**config.mk**
```make
export PLATFORM = sky130hd
export DESIGN_NAME = pwrmode_ctrl
export DESIGN_NICKNAME = d
export VERILOG_FILES = /design/src/rtl/pwrmode_pkg.sv /design/src/rtl/pwrmode_gate.sv /design/src/rtl/pwrmode_wake_timer.sv /design/src/rtl/pwrmode_out_decode.sv /design/src/rtl/pwrmode_ctrl.sv
export SDC_FILE = /design/constraint.sdc
export NUM_CORES = 1
export LEC_CHECK = 0
export BUFFER_PORTS_ARGS = -buffer_cell sky130_fd_sc_hd__clkbuf_2
export CORE_MARGIN = 5
export CORE_UTILIZATION = 50
export DETAILED_ROUTE_END_ITERATION = 8
export PLACE_DENSITY = 0.83
export REMOVE_ABC_BUFFERS = 1
export SLEW_MARGIN = 20
export SYNTH_ARGS = -nofsm -noshare
export SYNTH_HDL_FRONTEND = slang
export SYNTH_SLANG_ARGS = --single-unit
```
**constraint.sdc**
```tcl
create_clock -name clk -period 3 [get_ports clk]
set_input_delay 0.45 -clock clk [delete_from_list [all_inputs] [get_ports clk]]
set_output_delay 0.45 -clock clk [all_outputs]
set_load 0.01 [all_outputs]
```
**src/rtl/pwrmode_pkg.sv**
```systemverilog
// Shared types of the power-mode controller.
// Assumes: the mode code is visible at the top ports, so the encoding is fixed.
package pwrmode_pkg;
    typedef enum logic [1:0] {
        PM_RUN   = 2'd0,
        PM_SLEEP = 2'd1,
        PM_STOP  = 2'd2,
        PM_WAKE  = 2'd3
    } pm_state_e;

    localparam int unsigned N_OSC = 4;  // PLL, multi-speed, internal 16M, external
    localparam int unsigned OSC_HSI = 2;
endpackage

```
**src/rtl/pwrmode_gate.sv**
```systemverilog
// Entry decision: combines the wait and handler-return triggers with the
// cancel conditions and the oscillator precondition for Stop.
// Assumes: all inputs are synchronous to clk; used only while in Run.
module pwrmode_gate (
    input  logic wfi_req,
    input  logic wfe_mode,
    input  logic handler_ret,
    input  logic exit_sleep_en,
    input  logic irq_pend,
    input  logic evt_pend,
    input  logic deep_sel,
    input  logic sys_on_int16,
    input  logic clk_fail_det_en,
    output logic go_sleep,
    output logic go_stop,
    output logic ev_form
);
    logic trig_wait;
    logic trig_ret;
    logic trig_ok;
    logic osc_ok;

    // Qualify the triggers and pick the target mode.
    always_comb begin
        trig_wait = wfi_req && !(wfe_mode && evt_pend);
        trig_ret  = handler_ret && exit_sleep_en;
        trig_ok   = (trig_wait || trig_ret) && !irq_pend;
        osc_ok    = sys_on_int16 || clk_fail_det_en;
        go_sleep  = trig_ok && !deep_sel;
        go_stop   = trig_ok && deep_sel && osc_ok;
        ev_form   = trig_wait && wfe_mode;
    end
endmodule

```
**src/rtl/pwrmode_wake_timer.sv**
```systemverilog
// Wakeup delay counter: loaded on leaving Stop, counts down in Wake.
// Assumes: BASE_WAKE >= 1; expired is high when the count has run out.
module pwrmode_wake_timer #(
    parameter int unsigned BASE_WAKE = 4,
    parameter int unsigned EXTRA_W   = 6,
    parameter int unsigned CNT_W     = 7
) (
    input  logic               clk,
    input  logic               rst_n,
    input  logic               load,
    input  logic               active,
    input  logic               flash_was_pd,
    input  logic [EXTRA_W-1:0] extra_wait,
    output logic               expired
);
    logic [CNT_W-1:0] cnt;
    logic [CNT_W-1:0] base_c;
    logic [CNT_W-1:0] extra_c;

    // Start value: base minus one, plus the flash extra when it applies.
    always_comb begin
        base_c  = CNT_W'(BASE_WAKE - 1);
        extra_c = flash_was_pd ? CNT_W'(extra_wait) : '0;
    end

    // Load on Stop exit, then count down to zero during Wake.
    always_ff @(posedge clk) begin
        if (!rst_n) begin
            cnt <= '0;
        end else if (load) begin
            cnt <= base_c + extra_c;
        end else if (active && cnt != '0) begin
            cnt <= cnt - 1'b1;
        end
    end

    assign expired = (cnt == '0);
endmodule

```
**src/rtl/pwrmode_out_decode.sv**
```systemverilog
// Output decode: clock gates, oscillator enables, flash, reference, I/O hold.
// Assumes: state is registered, so the outputs are glitch-free per cycle.
module pwrmode_out_decode
    import pwrmode_pkg::*;
(
    input  pm_state_e        state,
    input  logic             ulp_lat,
    input  logic             flash_lat,
    input  logic [N_OSC-1:0] osc_req,
    output logic             core_clk_en,
    output logic             dom_clk_en,
    output logic [N_OSC-1:0] osc_en,
    output logic             flash_pd,
    output logic             ref_en,
    output logic             io_hold
);
    logic in_stop;
    logic in_wake;

    // Mode flags and gates shared by all outputs.
    always_comb begin
        in_stop     = (state == PM_STOP);
        in_wake     = (state == PM_WAKE);
        core_clk_en = (state == PM_RUN);
        dom_clk_en  = (state == PM_RUN) || (state == PM_SLEEP);
        flash_pd    = in_stop && flash_lat;
        ref_en      = !(in_stop && ulp_lat);
        io_hold     = in_stop || in_wake;
    end

    // One gate per oscillator: off in Stop; in Wake only the internal 16M runs.
    for (genvar i = 0; i < N_OSC; i++) begin : g_osc
        if (i == OSC_HSI) begin : g_hsi
            assign osc_en[i] = in_wake || (!in_stop && osc_req[i]);
        end else begin : g_other
            assign osc_en[i] = !in_stop && !in_wake && osc_req[i];
        end
    end
endmodule

```
**src/rtl/pwrmode_ctrl.sv**
```systemverilog
// Power-mode controller top: Run / Sleep / Stop / Wake sequencer.
// Assumes: synchronous active-low reset; pending flags are levels held by the
// interrupt controller; control bits are sampled when a mode is entered.
module pwrmode_ctrl
    import pwrmode_pkg::*;
#(
    parameter int unsigned BASE_WAKE = 4,
    parameter int unsigned EXTRA_W   = 6
) (
    input  logic               clk,
    input  logic               rst_n,
    input  logic               wfi_req,
    input  logic               wfe_mode,
    input  logic               handler_ret,
    input  logic               irq_pend,
    input  logic               evt_pend,
    input  logic               deep_sel,
    input  logic               exit_sleep_en,
    input  logic               ulp_en,
    input  logic               flash_pd_en,
    input  logic [EXTRA_W-1:0] extra_wait,
    input  logic               sys_on_int16,
    input  logic               clk_fail_det_en,
    input  logic               run_pll_en,
    input  logic               run_msi_en,
    input  logic               run_hsi_en,
    input  logic               run_hse_en,
    output logic [1:0]         mode,
    output logic               core_clk_en,
    output logic               dom_clk_en,
    output logic               pll_en,
    output logic               msi_en,
    output logic               hsi_en,
    output logic               hse_en,
    output logic               flash_pd,
    output logic               ref_en,
    output logic               io_hold,
    output logic               clk_src_force,
    output logic               wake_rdy
);
    localparam int unsigned CNT_W = $clog2(BASE_WAKE + (1 << EXTRA_W));

    pm_state_e        state;
    pm_state_e        state_nx;
    logic             go_sleep;
    logic             go_stop;
    logic             ev_form;
    logic             ulp_lat;
    logic             flash_lat;
    logic             evform_lat;
    logic             stop_wake;
    logic             sleep_wake;
    logic             expired;
    logic [N_OSC-1:0] osc_req;
    logic [N_OSC-1:0] osc_en;

    pwrmode_gate u_gate (
        .wfi_req         (wfi_req),
        .wfe_mode        (wfe_mode),
        .handler_ret     (handler_ret),
        .exit_sleep_en   (exit_sleep_en),
        .irq_pend        (irq_pend),
        .evt_pend        (evt_pend),
        .deep_sel        (deep_sel),
        .sys_on_int16    (sys_on_int16),
        .clk_fail_det_en (clk_fail_det_en),
        .go_sleep        (go_sleep),
        .go_stop         (go_stop),
        .ev_form         (ev_form)
    );

    // Wake sources for each low-power mode.
    always_comb begin
        stop_wake  = irq_pend || evt_pend;
        sleep_wake = irq_pend || (evform_lat && evt_pend);
    end

    pwrmode_wake_timer #(
        .BASE_WAKE (BASE_WAKE),
        .EXTRA_W   (EXTRA_W),
        .CNT_W     (CNT_W)
    ) u_timer (
        .clk          (clk),
        .rst_n        (rst_n),
        .load         (state == PM_STOP && stop_wake),
        .active       (state == PM_WAKE),
        .flash_was_pd (flash_lat),
        .extra_wait   (extra_wait),
        .expired      (expired)
    );

    // Next-state selection of the mode sequencer.
    always_comb begin
        state_nx = state;
        unique case (state)
            PM_RUN: begin
                if (go_stop)       state_nx = PM_STOP;
                else if (go_sleep) state_nx = PM_SLEEP;
            end
            PM_SLEEP: if (sleep_wake) state_nx = PM_RUN;
            PM_STOP:  if (stop_wake)  state_nx = PM_WAKE;
            PM_WAKE:  if (expired)    state_nx = PM_RUN;
            default:  state_nx = PM_RUN;
        endcase
    end

    // State register and the control bits latched at mode entry.
    always_ff @(posedge clk) begin
        if (!rst_n) begin
            state      <= PM_RUN;
            ulp_lat    <= 1'b0;
            flash_lat  <= 1'b0;
            evform_lat <= 1'b0;
        end else begin
            state <= state_nx;
            if (state == PM_RUN && go_stop) begin
                ulp_lat   <= ulp_en;
                flash_lat <= flash_pd_en;
            end
            if (state == PM_RUN && go_sleep) begin
                evform_lat <= ev_form;
            end
        end
    end

    // Single-cycle pulses: clock-source force on Wake start, ready on Run return.
    always_ff @(posedge clk) begin
        if (!rst_n) begin
            clk_src_force <= 1'b0;
            wake_rdy      <= 1'b0;
        end else begin
            clk_src_force <= (state == PM_STOP) && stop_wake;
            wake_rdy      <= (state == PM_WAKE) && expired;
        end
    end

    assign osc_req = {run_hse_en, run_hsi_en, run_msi_en, run_pll_en};

    pwrmode_out_decode u_dec (
        .state       (state),
        .ulp_lat     (ulp_lat),
        .flash_lat   (flash_lat),
        .osc_req     (osc_req),
        .core_clk_en (core_clk_en),
        .dom_clk_en  (dom_clk_en),
        .osc_en      (osc_en),
        .flash_pd    (flash_pd),
        .ref_en      (ref_en),
        .io_hold     (io_hold)
    );

    assign pll_en = osc_en[0];
    assign msi_en = osc_en[1];
    assign hsi_en = osc_en[2];
    assign hse_en = osc_en[3];
    assign mode   = state;
endmodule

```
==> results.txt <==
Outcome: complete, no violations
Worst-Skew Late Latency: 280 ps
Area delta synth->final: 25.29%
Critical Path Max Stage Delay: 510 ps
Mapped Area: 860.8 µm²
Iter 0 DRT Violations: 22
DRC: 0
Worst Setup Path Type: reg2reg
CTS tree: done
Final ANT Viol Nets: 0
DR pass1 iterations: 4
Most used DFF post-synth: dfxtp_1
Antenna diodes: 0
CP Launch Type: flip-flop
Final nets: 165
Worst Hold Class: in2reg
Row cnt: 15
Pleak: 0.4723 nW
Hold Vio Cnt, Final: 0
DRT Wirelength: 2187 µm
Critical path depth: 6
Avg Cell Area, Syn: 8.277 µm²
Fin Hold WS: 382.5 ps
Die Wd: 51.49 µm
Asr flop ratio synth: 0%
Worst Tran Pin Value: 568.4 ps
CORE AREA: 1689 µm²
Period utilisation layout: 67.64%
Die Ht: 51.49 µm
Number of cells on the worst hold path: 3
Data arrival, critical path: 2220 ps
Commonest non-fill, non-tap cell in the layout: clkbuf_2
Initial Utilization: 50.96%
Post-layout util: 63.85%
Most frequent cells in the layout: 35 x clkbuf_2, 14 x dfxtp_1, 13 x nand2_1
GRT overflow: 0
Boundary Pins: 36
Clock root buffer: clkbuf_4
Slew HR: 61.76%
Largest net degree at the start of global routing: 15
# port buffers: 35
Period minus WS final: 2029 ps
Max_cap viols: 0
WP buf/inv: 1
# setup viols final: 0
FF+latch count, synth: 14
Vias in the first global route: 842
CP Capture Type: flip-flop
CP max FO: 8
Longest Clk Path Bufs: 2
Power per Cell Area: 401.1 nW/µm²
Worst IR Drop VDD: 0.0002099 V
DPL Wire Length: 1668 µm
Post-Synthesis Cells: 104
Vias per cell: 6.006
Seq/Total Area, Yosys: 32.56%
H-tree Lvls: 1
Skew final: 4.632 ps
RSZ-0062 raised after global routing: false
Routed WL per cell: 14.02 µm
Unique masters post-synth: 41
Reg2Reg Depth: 6
TNS Setup: 0 ps
Gr usage total: 17.54%
Hold_buf cts: 0
CTS sink cnt: 14
Post_cts resized: 0
Layout cells sized above 1: 31.65%
Post CTS Setup Buffer Count: 0
Worst EP required: 3200 ps
Via count: 937
CP top delay family: simple AND/OR/NAND/NOR gates
Clk pin slew, worst setup/hold paths: 90 ps
EDFF count, synth: 0
CTS Buf Count: 3
Fmax: 492.8 MHz
DIE AREA: 2651 µm²
Final Slew Violations: 0
First-pass GRT wire length: 3601 µm
Synthesis Warnings: 0
Crit-path cells: inv_1 -> ha_1 -> or4b_4 -> o311a_4 -> and3_1 -> nor4_1
Routability cong.: 0.8372
Slowest stage cell, crit path: or4b_4
Initial antenna violation count: 0
## cell families (layout without fill, tap and decap cells)
family	Yosys count	in the layout	synth area share (%)
simple gates	41	41	26.31
fa+ha+maj	2	2	2.907
flops	14	14	32.56
compound gates	28	28	24.86
xor+xnor	5	5	5.087
buf+inv	11	46	4.797
mux	3	3	3.489
## cell usage after synthesis, drive strengths merged (2+ instances only)
cell     n  area [µm²]
dfxtp   14       280.3
nand2   13       48.80
inv      7       26.28
o21ai    6       30.02
a211oi   4       30.03
a21oi    4       20.02
nor2b    4       25.02
nor3     4       20.02
xnor2    4       35.03
clkbuf   3       11.26
mux2i    3       30.03
nand3    3       15.01
nor2     3       11.26
nor4     3       18.77
a22oi    2       15.01
and3     2       12.51
ha       2       25.02
o311a    2       32.53
## sequential cells by signal (all words and copies together), names as in the netlist
signal         cells
clk_src_force      1
evform_lat         1
flash_lat          1
mode               2
u_timer.cnt        7
ulp_lat            1
wake_rdy           1
## worst min-delay path: stages
cell and delay [ps]:
clkbuf_2 80, nand2_1 40, mux2i_1 50
## per-layer routing
metal	share of wire (%)	track usage (%)
met2	47	27.97
met1	43	23.63
met5	0	0
met3	8.1	1.719
met4	1.4	8.297
## path summary, 6_finish.rpt
check                      start        endpoint  slack (ps)
hold / removal       flash_pd_en       flash_lat         380
setup / recovery  u_timer.cnt[0]  u_timer.cnt[3]         970
setup reg to reg  u_timer.cnt[0]  u_timer.cnt[3]         970
hold reg to reg          ulp_lat         ulp_lat         470
## layout make-up
cell class | count | area (µm²)
fillers | 132 | 610.6
well taps | 17 | 21.27
repair buffers | 35 | 175.2
multi-input cells | 79 | 539.3
inverters | 7 | 26.28
flip-flops and latches | 14 | 280.3
clock buffers | 4 | 36.28
## power by group
part / switching [W] / total (W) / internal (W)
Sequential: 0.0000107 / 0.000203 / 0.000193
Clock: 0.0000650 / 0.000139 / 0.0000738
Combinational: 0.0000483 / 0.0000904 / 0.0000421
## through the flow
step | cells | setup slack [ps] | area (µm²) | power (W)
after floorplan | 100 | 1132 | 845.8 | 0.0002567
after global placement | 152 | 1089 | 1042 | 0.0002941
after detailed placement | 152 | 1030 | 1042 | 0.0002969
after CTS | 156 | 981.4 | 1079 | 0.0004325
after global routing | 156 | 867.4 | 1079 | 0.0004538
final | 156 | 970.7 | 1079 | 0.0004326
Power figures use the tool's default switching activity.
